$ cat src/rtl/wk_pkg.sv
package wk_pkg;

    typedef enum logic [1:0] {
        WK_IDLE     = 2'd0,
        WK_SEEK_REC = 2'd1,
        WK_SEEK_DOM = 2'd2,
        WK_AWAKE    = 2'd3
    } wk_state_e;

    typedef struct packed {
        logic dom;
        logic rec;
    } wk_qual_t;

    function automatic int wk_cnt_w(input int limit);
        return (limit < 2) ? 1 : $clog2(limit + 1);
    endfunction

    function automatic logic wk_searching(input wk_state_e s);
        return (s == WK_SEEK_REC) || (s == WK_SEEK_DOM);
    endfunction

endpackage

$ cat src/rtl/wk_sync.sv
module wk_sync #(
    parameter int STAGES = 2
) (
    input  logic clk,
    input  logic rst,
    input  logic d_i,
    output logic q_o
);
    logic [STAGES-1:0] chain_q;

    always_ff @(posedge clk) begin
        if (rst) begin
            chain_q <= '0;
        end else begin
            chain_q <= {chain_q[STAGES-2:0], d_i};
        end
    end

    assign q_o = chain_q[STAGES-1];
endmodule

$ cat src/rtl/wk_phase_filter.sv
module wk_phase_filter
    import wk_pkg::*;
#(
    parameter int FILT_CYC = 50
) (
    input  logic     clk,
    input  logic     rst,
    input  logic     clr_i,
    input  logic     lvl_i,
    output wk_qual_t qual_o
);
    localparam int CW = wk_cnt_w(FILT_CYC);
    localparam logic [CW-1:0] LIMIT = CW'(FILT_CYC);

    logic          lvl_q;
    logic [CW-1:0] run_q;
    logic          held;

    always_ff @(posedge clk) begin
        if (rst || clr_i) begin
            lvl_q <= 1'b0;
            run_q <= '0;
        end else if (lvl_i != lvl_q) begin
            lvl_q <= lvl_i;
            run_q <= CW'(1);
        end else if (run_q != LIMIT) begin
            run_q <= run_q + 1'b1;
        end
    end

    assign held       = (run_q == LIMIT);
    assign qual_o.dom = held && lvl_q;
    assign qual_o.rec = held && !lvl_q;

    p_run_bound_r2: assert property (@(posedge clk) disable iff (rst)
        run_q <= LIMIT);

    p_qual_exclusive_r2: assert property (@(posedge clk) disable iff (rst)
        !(qual_o.dom && qual_o.rec));

endmodule

$ cat src/rtl/wk_window.sv
module wk_window #(
    parameter int WAKE_TO_CYC = 50000
) (
    input  logic clk,
    input  logic rst,
    input  logic run_i,
    output logic expired_o
);
    localparam int CW = (WAKE_TO_CYC < 2) ? 1 : $clog2(WAKE_TO_CYC);
    localparam logic [CW-1:0] LAST = CW'(WAKE_TO_CYC - 1);

    logic [CW-1:0] age_q;

    assign expired_o = run_i && (age_q == LAST);

    always_ff @(posedge clk) begin
        if (rst || !run_i) begin
            age_q <= '0;
        end else if (!expired_o) begin
            age_q <= age_q + 1'b1;
        end
    end

    p_age_bound_r5: assert property (@(posedge clk) disable iff (rst)
        age_q <= LAST);

endmodule

$ cat src/rtl/can_wake_detect.sv
module can_wake_detect
    import wk_pkg::*;
#(
    parameter int FILT_CYC    = 50,
    parameter int WAKE_TO_CYC = 50000,
    parameter int SYNC_STAGES = 2
) (
    input  logic clk,
    input  logic rst,
    input  logic standby_i,
    input  logic bus_dom_i,
    output logic rxd_o,
    output logic wake_o,
    output logic wake_pulse_o
);
    wk_state_e st_q, st_d;
    wk_qual_t  qual;
    logic      bus_s;
    logic      win_run;
    logic      win_expired;
    logic      pulse_q;

    wk_sync #(.STAGES(SYNC_STAGES)) u_sync (
        .clk (clk),
        .rst (rst),
        .d_i (bus_dom_i),
        .q_o (bus_s)
    );

    wk_phase_filter #(.FILT_CYC(FILT_CYC)) u_filt (
        .clk    (clk),
        .rst    (rst),
        .clr_i  (!standby_i),
        .lvl_i  (bus_s),
        .qual_o (qual)
    );

    assign win_run = standby_i && wk_searching(st_q);

    wk_window #(.WAKE_TO_CYC(WAKE_TO_CYC)) u_win (
        .clk       (clk),
        .rst       (rst),
        .run_i     (win_run),
        .expired_o (win_expired)
    );

    always_comb begin
        st_d = st_q;
        if (!standby_i) begin
            st_d = WK_IDLE;
        end else if (win_expired) begin
            st_d = WK_IDLE;
        end else begin
            unique case (st_q)
                WK_IDLE:     if (qual.dom) st_d = WK_SEEK_REC;
                WK_SEEK_REC: if (qual.rec) st_d = WK_SEEK_DOM;
                WK_SEEK_DOM: if (qual.dom) st_d = WK_AWAKE;
                WK_AWAKE:    st_d = WK_AWAKE;
                default:     st_d = WK_IDLE;
            endcase
        end
    end

    always_ff @(posedge clk) begin
        if (rst) begin
            st_q    <= WK_IDLE;
            pulse_q <= 1'b0;
        end else begin
            st_q    <= st_d;
            pulse_q <= (st_d == WK_AWAKE) && (st_q != WK_AWAKE);
        end
    end

    assign wake_o       = (st_q == WK_AWAKE);
    assign wake_pulse_o = pulse_q;
    assign rxd_o        = !(wake_o && bus_s);

    p_pulse_single_r4: assert property (@(posedge clk) disable iff (rst)
        wake_pulse_o |=> !wake_pulse_o);

    p_wake_hold_r4: assert property (@(posedge clk) disable iff (rst)
        (wake_o && standby_i) |=> wake_o);

    p_rise_pulse_r3: assert property (@(posedge clk) disable iff (rst)
        $rose(wake_o) |-> wake_pulse_o);

    p_normal_clear_r7: assert property (@(posedge clk) disable iff (rst)
        !standby_i |=> (!wake_o && rxd_o));

    p_start_needs_dom_r2: assert property (@(posedge clk) disable iff (rst)
        (st_q == WK_SEEK_REC && $past(st_q) == WK_IDLE) |-> $past(qual.dom));

    p_mid_needs_rec_r8: assert property (@(posedge clk) disable iff (rst)
        (st_q == WK_SEEK_DOM && $past(st_q) == WK_SEEK_REC) |-> $past(qual.rec));

    p_idle_rxd_high_r9: assert property (@(posedge clk) disable iff (rst)
        (st_q != WK_AWAKE) |-> rxd_o);

endmodule

$ cat config.mk
export PLATFORM = sky130hd
export DESIGN_NAME = can_wake_detect
export DESIGN_NICKNAME = d
export VERILOG_FILES = /design/src/rtl/wk_pkg.sv /design/src/rtl/wk_sync.sv /design/src/rtl/wk_phase_filter.sv /design/src/rtl/wk_window.sv /design/src/rtl/can_wake_detect.sv
export SDC_FILE = /design/constraint.sdc
export NUM_CORES = 1
export LEC_CHECK = 0
export BUFFER_PORTS_ARGS = -buffer_cell sky130_fd_sc_hd__buf_4
export CORE_MARGIN = 4
export CORE_UTILIZATION = 50
export CTS_CLUSTER_SIZE = 16
export DETAILED_ROUTE_END_ITERATION = 8
export GPL_TIMING_DRIVEN = 0
export PLACE_DENSITY = 0.75
export REMOVE_ABC_BUFFERS = 1
export SETUP_SLACK_MARGIN = 0.15
export SYNTH_ARGS = -nofsm -noshare
export SYNTH_HDL_FRONTEND = slang
export SYNTH_HIERARCHICAL = 1
export SYNTH_SLANG_ARGS = --single-unit
$ cat constraint.sdc
create_clock -name clk -period 1.9 [get_ports clk]
set_input_delay 0.19 -clock clk [delete_from_list [all_inputs] [get_ports clk]]
set_output_delay 0.19 -clock clk [all_outputs]
set_load 0.1 [all_outputs]
# After elaboration in Yosys (flattened, before gate mapping)
# Cells that the tools add are included.
[classes]
eq_ne = 9
n_mux = 8
addsub = 2
reduce_logical = 16
[ops]
columns = ["op", "n"]
rows = [
  ["adder 16 x 1 -> 16 bit, second input constant", 1],
  ["equality test 16 bit, second input constant", 1],
  ["2-to-1 mux 2 bit", 5],
  ["case mux 2 bit (4 select lines)", 1],
  ["adder 6 x 1 -> 6 bit, second input constant", 1],
  ["equality test 2 bit, second input constant", 3],
  ["equality test 6 bit, second input constant", 1],
  ["logical AND 1 bit", 6],
  ["!= test 6 bit, second input constant", 1],
  ["logical NOT 1 bit", 4],
  ["logical OR 1 bit", 3],
  ["equality test 2 x 1 -> 1 bit, second input constant", 1],
  ["logical NOT 2 bit", 1],
  ["2-to-1 mux 1 bit", 2],
  ["!= test 2 bit, second input constant", 1],
  ["nonzero test 2 bit", 1],
  ["OR reduction 2 bit", 1],
  ["!= test 1 bit", 1],
]
[word_totals]
elab_cells = 42
out_inout_bits = 3
regBits = 28
inputBits = 4

# Longest topological paths before layout
[depth]
ltp_word = 8
depth_mapped = 9
depth_no_buf = 9

# Cells and area by module
# Netlist, hierarchy kept.
[by_module_without_submodules]
columns = ["module", "area_each_um2", "cells_each", "seq_area_each_um2", "instances"]
rows = [
  ["wk_window", 762.0, 83, 320.3, 1],
  ["wk_phase_filter", 356.6, 35, 140.1, 1],
  ["can_wake_detect", 231.5, 26, 60.1, 1],
  ["wk_sync", 52.6, 4, 40.0, 1],
]

# Least setup slack after synthesis
# Ideal clock, no wire load.
[synth_path]
path_type = "register to output"
from = "register st_q[0]"
to = "output rxd_o"
arrival_time_ns = 2.125
required_ns = 1.710
stages_incl_launch_ff = 3
path_buffers = 0
setup_slack_ns = -0.415
path_cell_list = "dfxtp_1 > ha_1 > nand2_1"
[synth_between]
elab_chain_len = 3
[synth_rtl]
columns = ["element", "line_no", "rtl"]
rows = [
  ["start: declaration", "can_wake_detect.sv:16", "wk_state_e st_q, st_d;"],
  ["start signal: assignment", "can_wake_detect.sv:69", "st_q <= st_d;"],
  ["equality test 2 bit", "can_wake_detect.sv:74", "assign wake_o = (st_q == WK_AWAKE);"],
  ["net wake_o", "can_wake_detect.sv:13", "output logic wake_o,"],
  ["logical AND 1 bit", "can_wake_detect.sv:76", "assign rxd_o = !(wake_o && bus_s);"],
  ["logical NOT 1 bit", "can_wake_detect.sv:76", ""],
  ["end: declaration", "can_wake_detect.sv:12", "output logic rxd_o,"],
]
# The timed path passes the listed nets, and every way through them passes these cells.

# Final worst setup path
[layout_path]
from = "register st_q[0]"
to = "register pulse_q, in the netlist wake_pulse_o"
[layout_between]
elab_chain_len = 8
word_cells_on_any_way = 16
classes_between = "5 x eq/ne; 6 x mux; 5 x reduce/logical"
[layout_rtl]
columns = ["element", "line_no", "rtl"]
rows = [
  ["equality test 2 x 1 -> 1 bit or equality test 2 bit (tied branches)", "wk_pkg.sv:20", "return (s == WK_SEEK_REC) || (s == WK_SEEK_DOM);"],
  ["logical OR 1 bit *", "wk_pkg.sv:20", ""],
  ["logical AND 1 bit *", "can_wake_detect.sv:38", "assign win_run = standby_i && wk_searching(st_q);"],
  ["net win_run", "can_wake_detect.sv:19", "logic win_run;"],
  ["logical AND 1 bit *", "wk_window.sv:14", "assign expired_o = run_i && (age_q == LAST);"],
  ["net win_expired", "can_wake_detect.sv:20", "logic win_expired;"],
  ["2-to-1 mux 2 bit *", "can_wake_detect.sv:51", "end else if (win_expired) begin"],
  ["2-to-1 mux 2 bit *", "can_wake_detect.sv:49", "if (!standby_i) begin"],
  ["equality test 2 bit *", "can_wake_detect.sv:70", "pulse_q <= (st_d == WK_AWAKE) && (st_q != WK_AWAKE);"],
  ["logical AND 1 bit *", "can_wake_detect.sv:70", ""],
  ["end signal: assignment", "can_wake_detect.sv:70", ""],
  ["end: declaration", "can_wake_detect.sv:21", "logic pulse_q;"],
]
# Mark *: on every way through the listed nets, which the timed path passes. The rest lies on a longest branch.
# A chain may end at the register's enable or synchronous reset.

==> results_dict.tcl <==
set metrics [dict create \
    max_clock_freq_mhz 494 \
    grt_pass1_vias 1124 \
    clock-root-buffer "clkbuf_4" \
    ys_seq_elements 28 \
    num-fill-cells 210 \
    grt_pass1_wl_mm 4.83 \
    vias 1143 \
    viasPerCell 5.74 \
    setup.worst_path.end_class "register" \
    dpl_cell_area_um2 1470 \
    finalSetupViolCount 2 \
    power_w 0.00102 \
    core_area_um2 2570 \
    clock-sinks 28 \
    p_per_area_nw_per_um2 589 \
    rsz0062_at_grt "true" \
    ys_types 42 \
    num_rows 18 \
    synth_fa_ha_area_frac 0.0624 \
    layout.nets 181 \
    yosys_warnings 6 \
    postSynthCellCount 148 \
    cp.required_ps 2150 \
    fin_crit_sh 1.07 \
    syn_avg_cell_area_um2 9.48 \
    clk_pin_slew_ps 160 \
    synth_flop_cell "dfxtp_1" \
    first_pass_iters 4 \
    synth_compound_area_frac 0.109 \
    layout-drive-gt1-share 0.314 \
    htree_num_levels 1 \
    p_switching_w 0.000203 \
    fin_skew_ps 13.0 \
    status "complete, but fails checks" \
    die_h_um 61.0 \
    portBuffers 6 \
    overflow 0 \
    antenna_found_initial 0 \
    synth-edff-count 0 \
    synthSimpleGateAreaFrac 0.311 \
    final-max-slew-violation-count 0 \
    pwr-share-comb 0.031 \
    arrival_ps 2280 \
    start_util 0.546 \
    cts_hold_buf 0 \
    fp.dieArea_um2 3720 \
    maxCapViolCount 0 \
    cts_tree "done" \
    dieWidth_um 61.0 \
    violations "negative setup slack" \
    synth_mux_area_frac 0 \
    clock_power_share 0.389 \
    cp_max_fo 2 \
    hold_path.class "in -> reg" \
    p_sw_frac 0.198 \
    ir_drop_uv 422 \
    place_hpwl_mm 1.81 \
    cts_buffer_depth 2 \
    path_class "reg -> reg" \
    yosysSeqAreaShare 0.400 \
    grt_usage 0.171 \
    worst_pin_slew_ps 412 \
    final_cell_mix "dfxtp_1, buf_4, nor2_1, xor2_1, nand2_1" \
    routabilityCongestion 0.853 \
    synth_top_family_by_area "simple AND/OR/NAND/NOR gates" \
    ant_nets 0 \
    grt_max_degree 17 \
    io_pins 7 \
    slew_headroom 0.724 \
    synth-xor-area-share 0.0874 \
    hold_viol 0 \
    synth.cell_area_um2 1400 \
    p_leak_nw 0.654 \
    n_antenna_cell 0 \
    wl_per_cell_um 14.2 \
    clk_latency_ps 340 \
    drt-total-wl_mm 2.83 \
    setup_ws_ps -125 \
    start_kind "register" \
    cts_buffers 3 \
    synth-async-reset-ratio 0 \
    seq_power_share 0.580 \
    drc_errors 0 \
    layout_commonest_cell "dfxtp_1" \
    p_int_w 0.000822 \
    area_growth_pct 24.0 \
    fin_area_um2 1740 \
    period_minus_slack_ps 2020 \
    initialDrtViolationCount 42 \
]
worst max-delay path, cell delays in order, from the launching register on:
cell      delay [ps]
dfxtp_2          370
inv_2             50
ha_4             220
and2_4           130
and4bb_4         200
nand4_4          100
inv_4             40
or3b_4           410
a221oi_4         210
nor4b_4          220
cells in the mapped netlist, types with 3 or more instances:
cell     instances  area share
nand3_1          7       0.025
xnor2_1          3       0.019
and4_1           4       0.025
nor2_1          13       0.035
ha_1             7       0.062
inv_1            6       0.016
a21oi_1          6       0.021
nand4_1          4       0.018
nor2b_1          7       0.031
nor3_1           4       0.014
o21ai_0          3       0.011
dfxtp_1         28        0.40
nand2_1          9       0.024
xor2_1          11       0.069
kinds of logic (layout without fill, tap and decap cells):
family	count (synthesis)	in the layout
compound gates	21	21
xor+xnor	14	14
fa+ha+maj	7	7
buf+inv	10	31
flops	28	28
simple gates	68	68
final cells by class:
cell class	instances	area, um2	area share
clock buffer	3	22.5	0.0129
clock inverter	1	30.0	0.0173
sequential	28	568	0.327
multi-input combinational	110	880	0.506
inverter	7	31.3	0.0180
tap	30	37.5	0.0216
timing repair buffer	20	170	0.0978
power by group through the flow:
stage	Combinational (W)	Sequential, W	Clock, W
2_1_floorplan	0.0000163	0.000607	0
3_3_place_gp	0.0000250	0.000608	0
3_5_place_dp	0.0000260	0.000608	0
4_1_cts	0.0000276	0.000594	0.000402
5_1_grt	0.0000357	0.000595	0.000432
6_report	0.0000320	0.000594	0.000398
metal layers:
layer / share of wire / track usage / wire length, um / up-vias
met5: 0 / 0 / 0 / -
met4: 0.011 / 0.0774 / 30 / 0
met3: 0.035 / 0.0426 / 100 / 4
met2: 0.54 / 0.302 / 1520 / 18
met1: 0.42 / 0.192 / 1180 / 546
li1: - / - / - / 575
path summary, 6_finish.rpt:
path                startpoint           endpoint  slack, ps  cells past startpoint
max reg2reg            st_q[0]       wake_pulse_o       -120                      9
max                    st_q[0]       wake_pulse_o       -120                      9
min reg2reg  u_sync/chain_q[0]  u_sync/chain_q[1]        460                      1
min                        rst    u_filt/run_q[0]         50                      2
what timing repair did:
| action | CTS | global route |
|---|---|---|
| gates resized for setup | 12 | 19 |
| pin swaps | 5 | 7 |
| setup endpoints to repair | 6 | 6 |
| hold endpoints to repair | 0 | 0 |
| buffers inserted | 7 | 7 |
registers in the layout, summed over array words and instances (netlist names):
register	count
u_win/age_q	16
u_filt/run_q	6
st_q	2
u_sync/chain_q	2
u_filt/lvl_q	1
wake_pulse_o	1
stage by stage:
step | hold slack [ps] | std cells | setup WS, ps | setup TNS (ps) | utilization
floorplan | 259 | 145 | -415 | -663 | -
global placement | 400 | 181 | -340 | -677 | 0.572
detailed placement | 412 | 181 | -408 | -917 | 0.572
CTS | 50.3 | 192 | -103 | -103 | 0.628
global route | 45.8 | 199 | -217 | -390 | 0.677
finish | 49.1 | 199 | -125 | -233 | 0.677
Power figures use the tool's default switching activity.
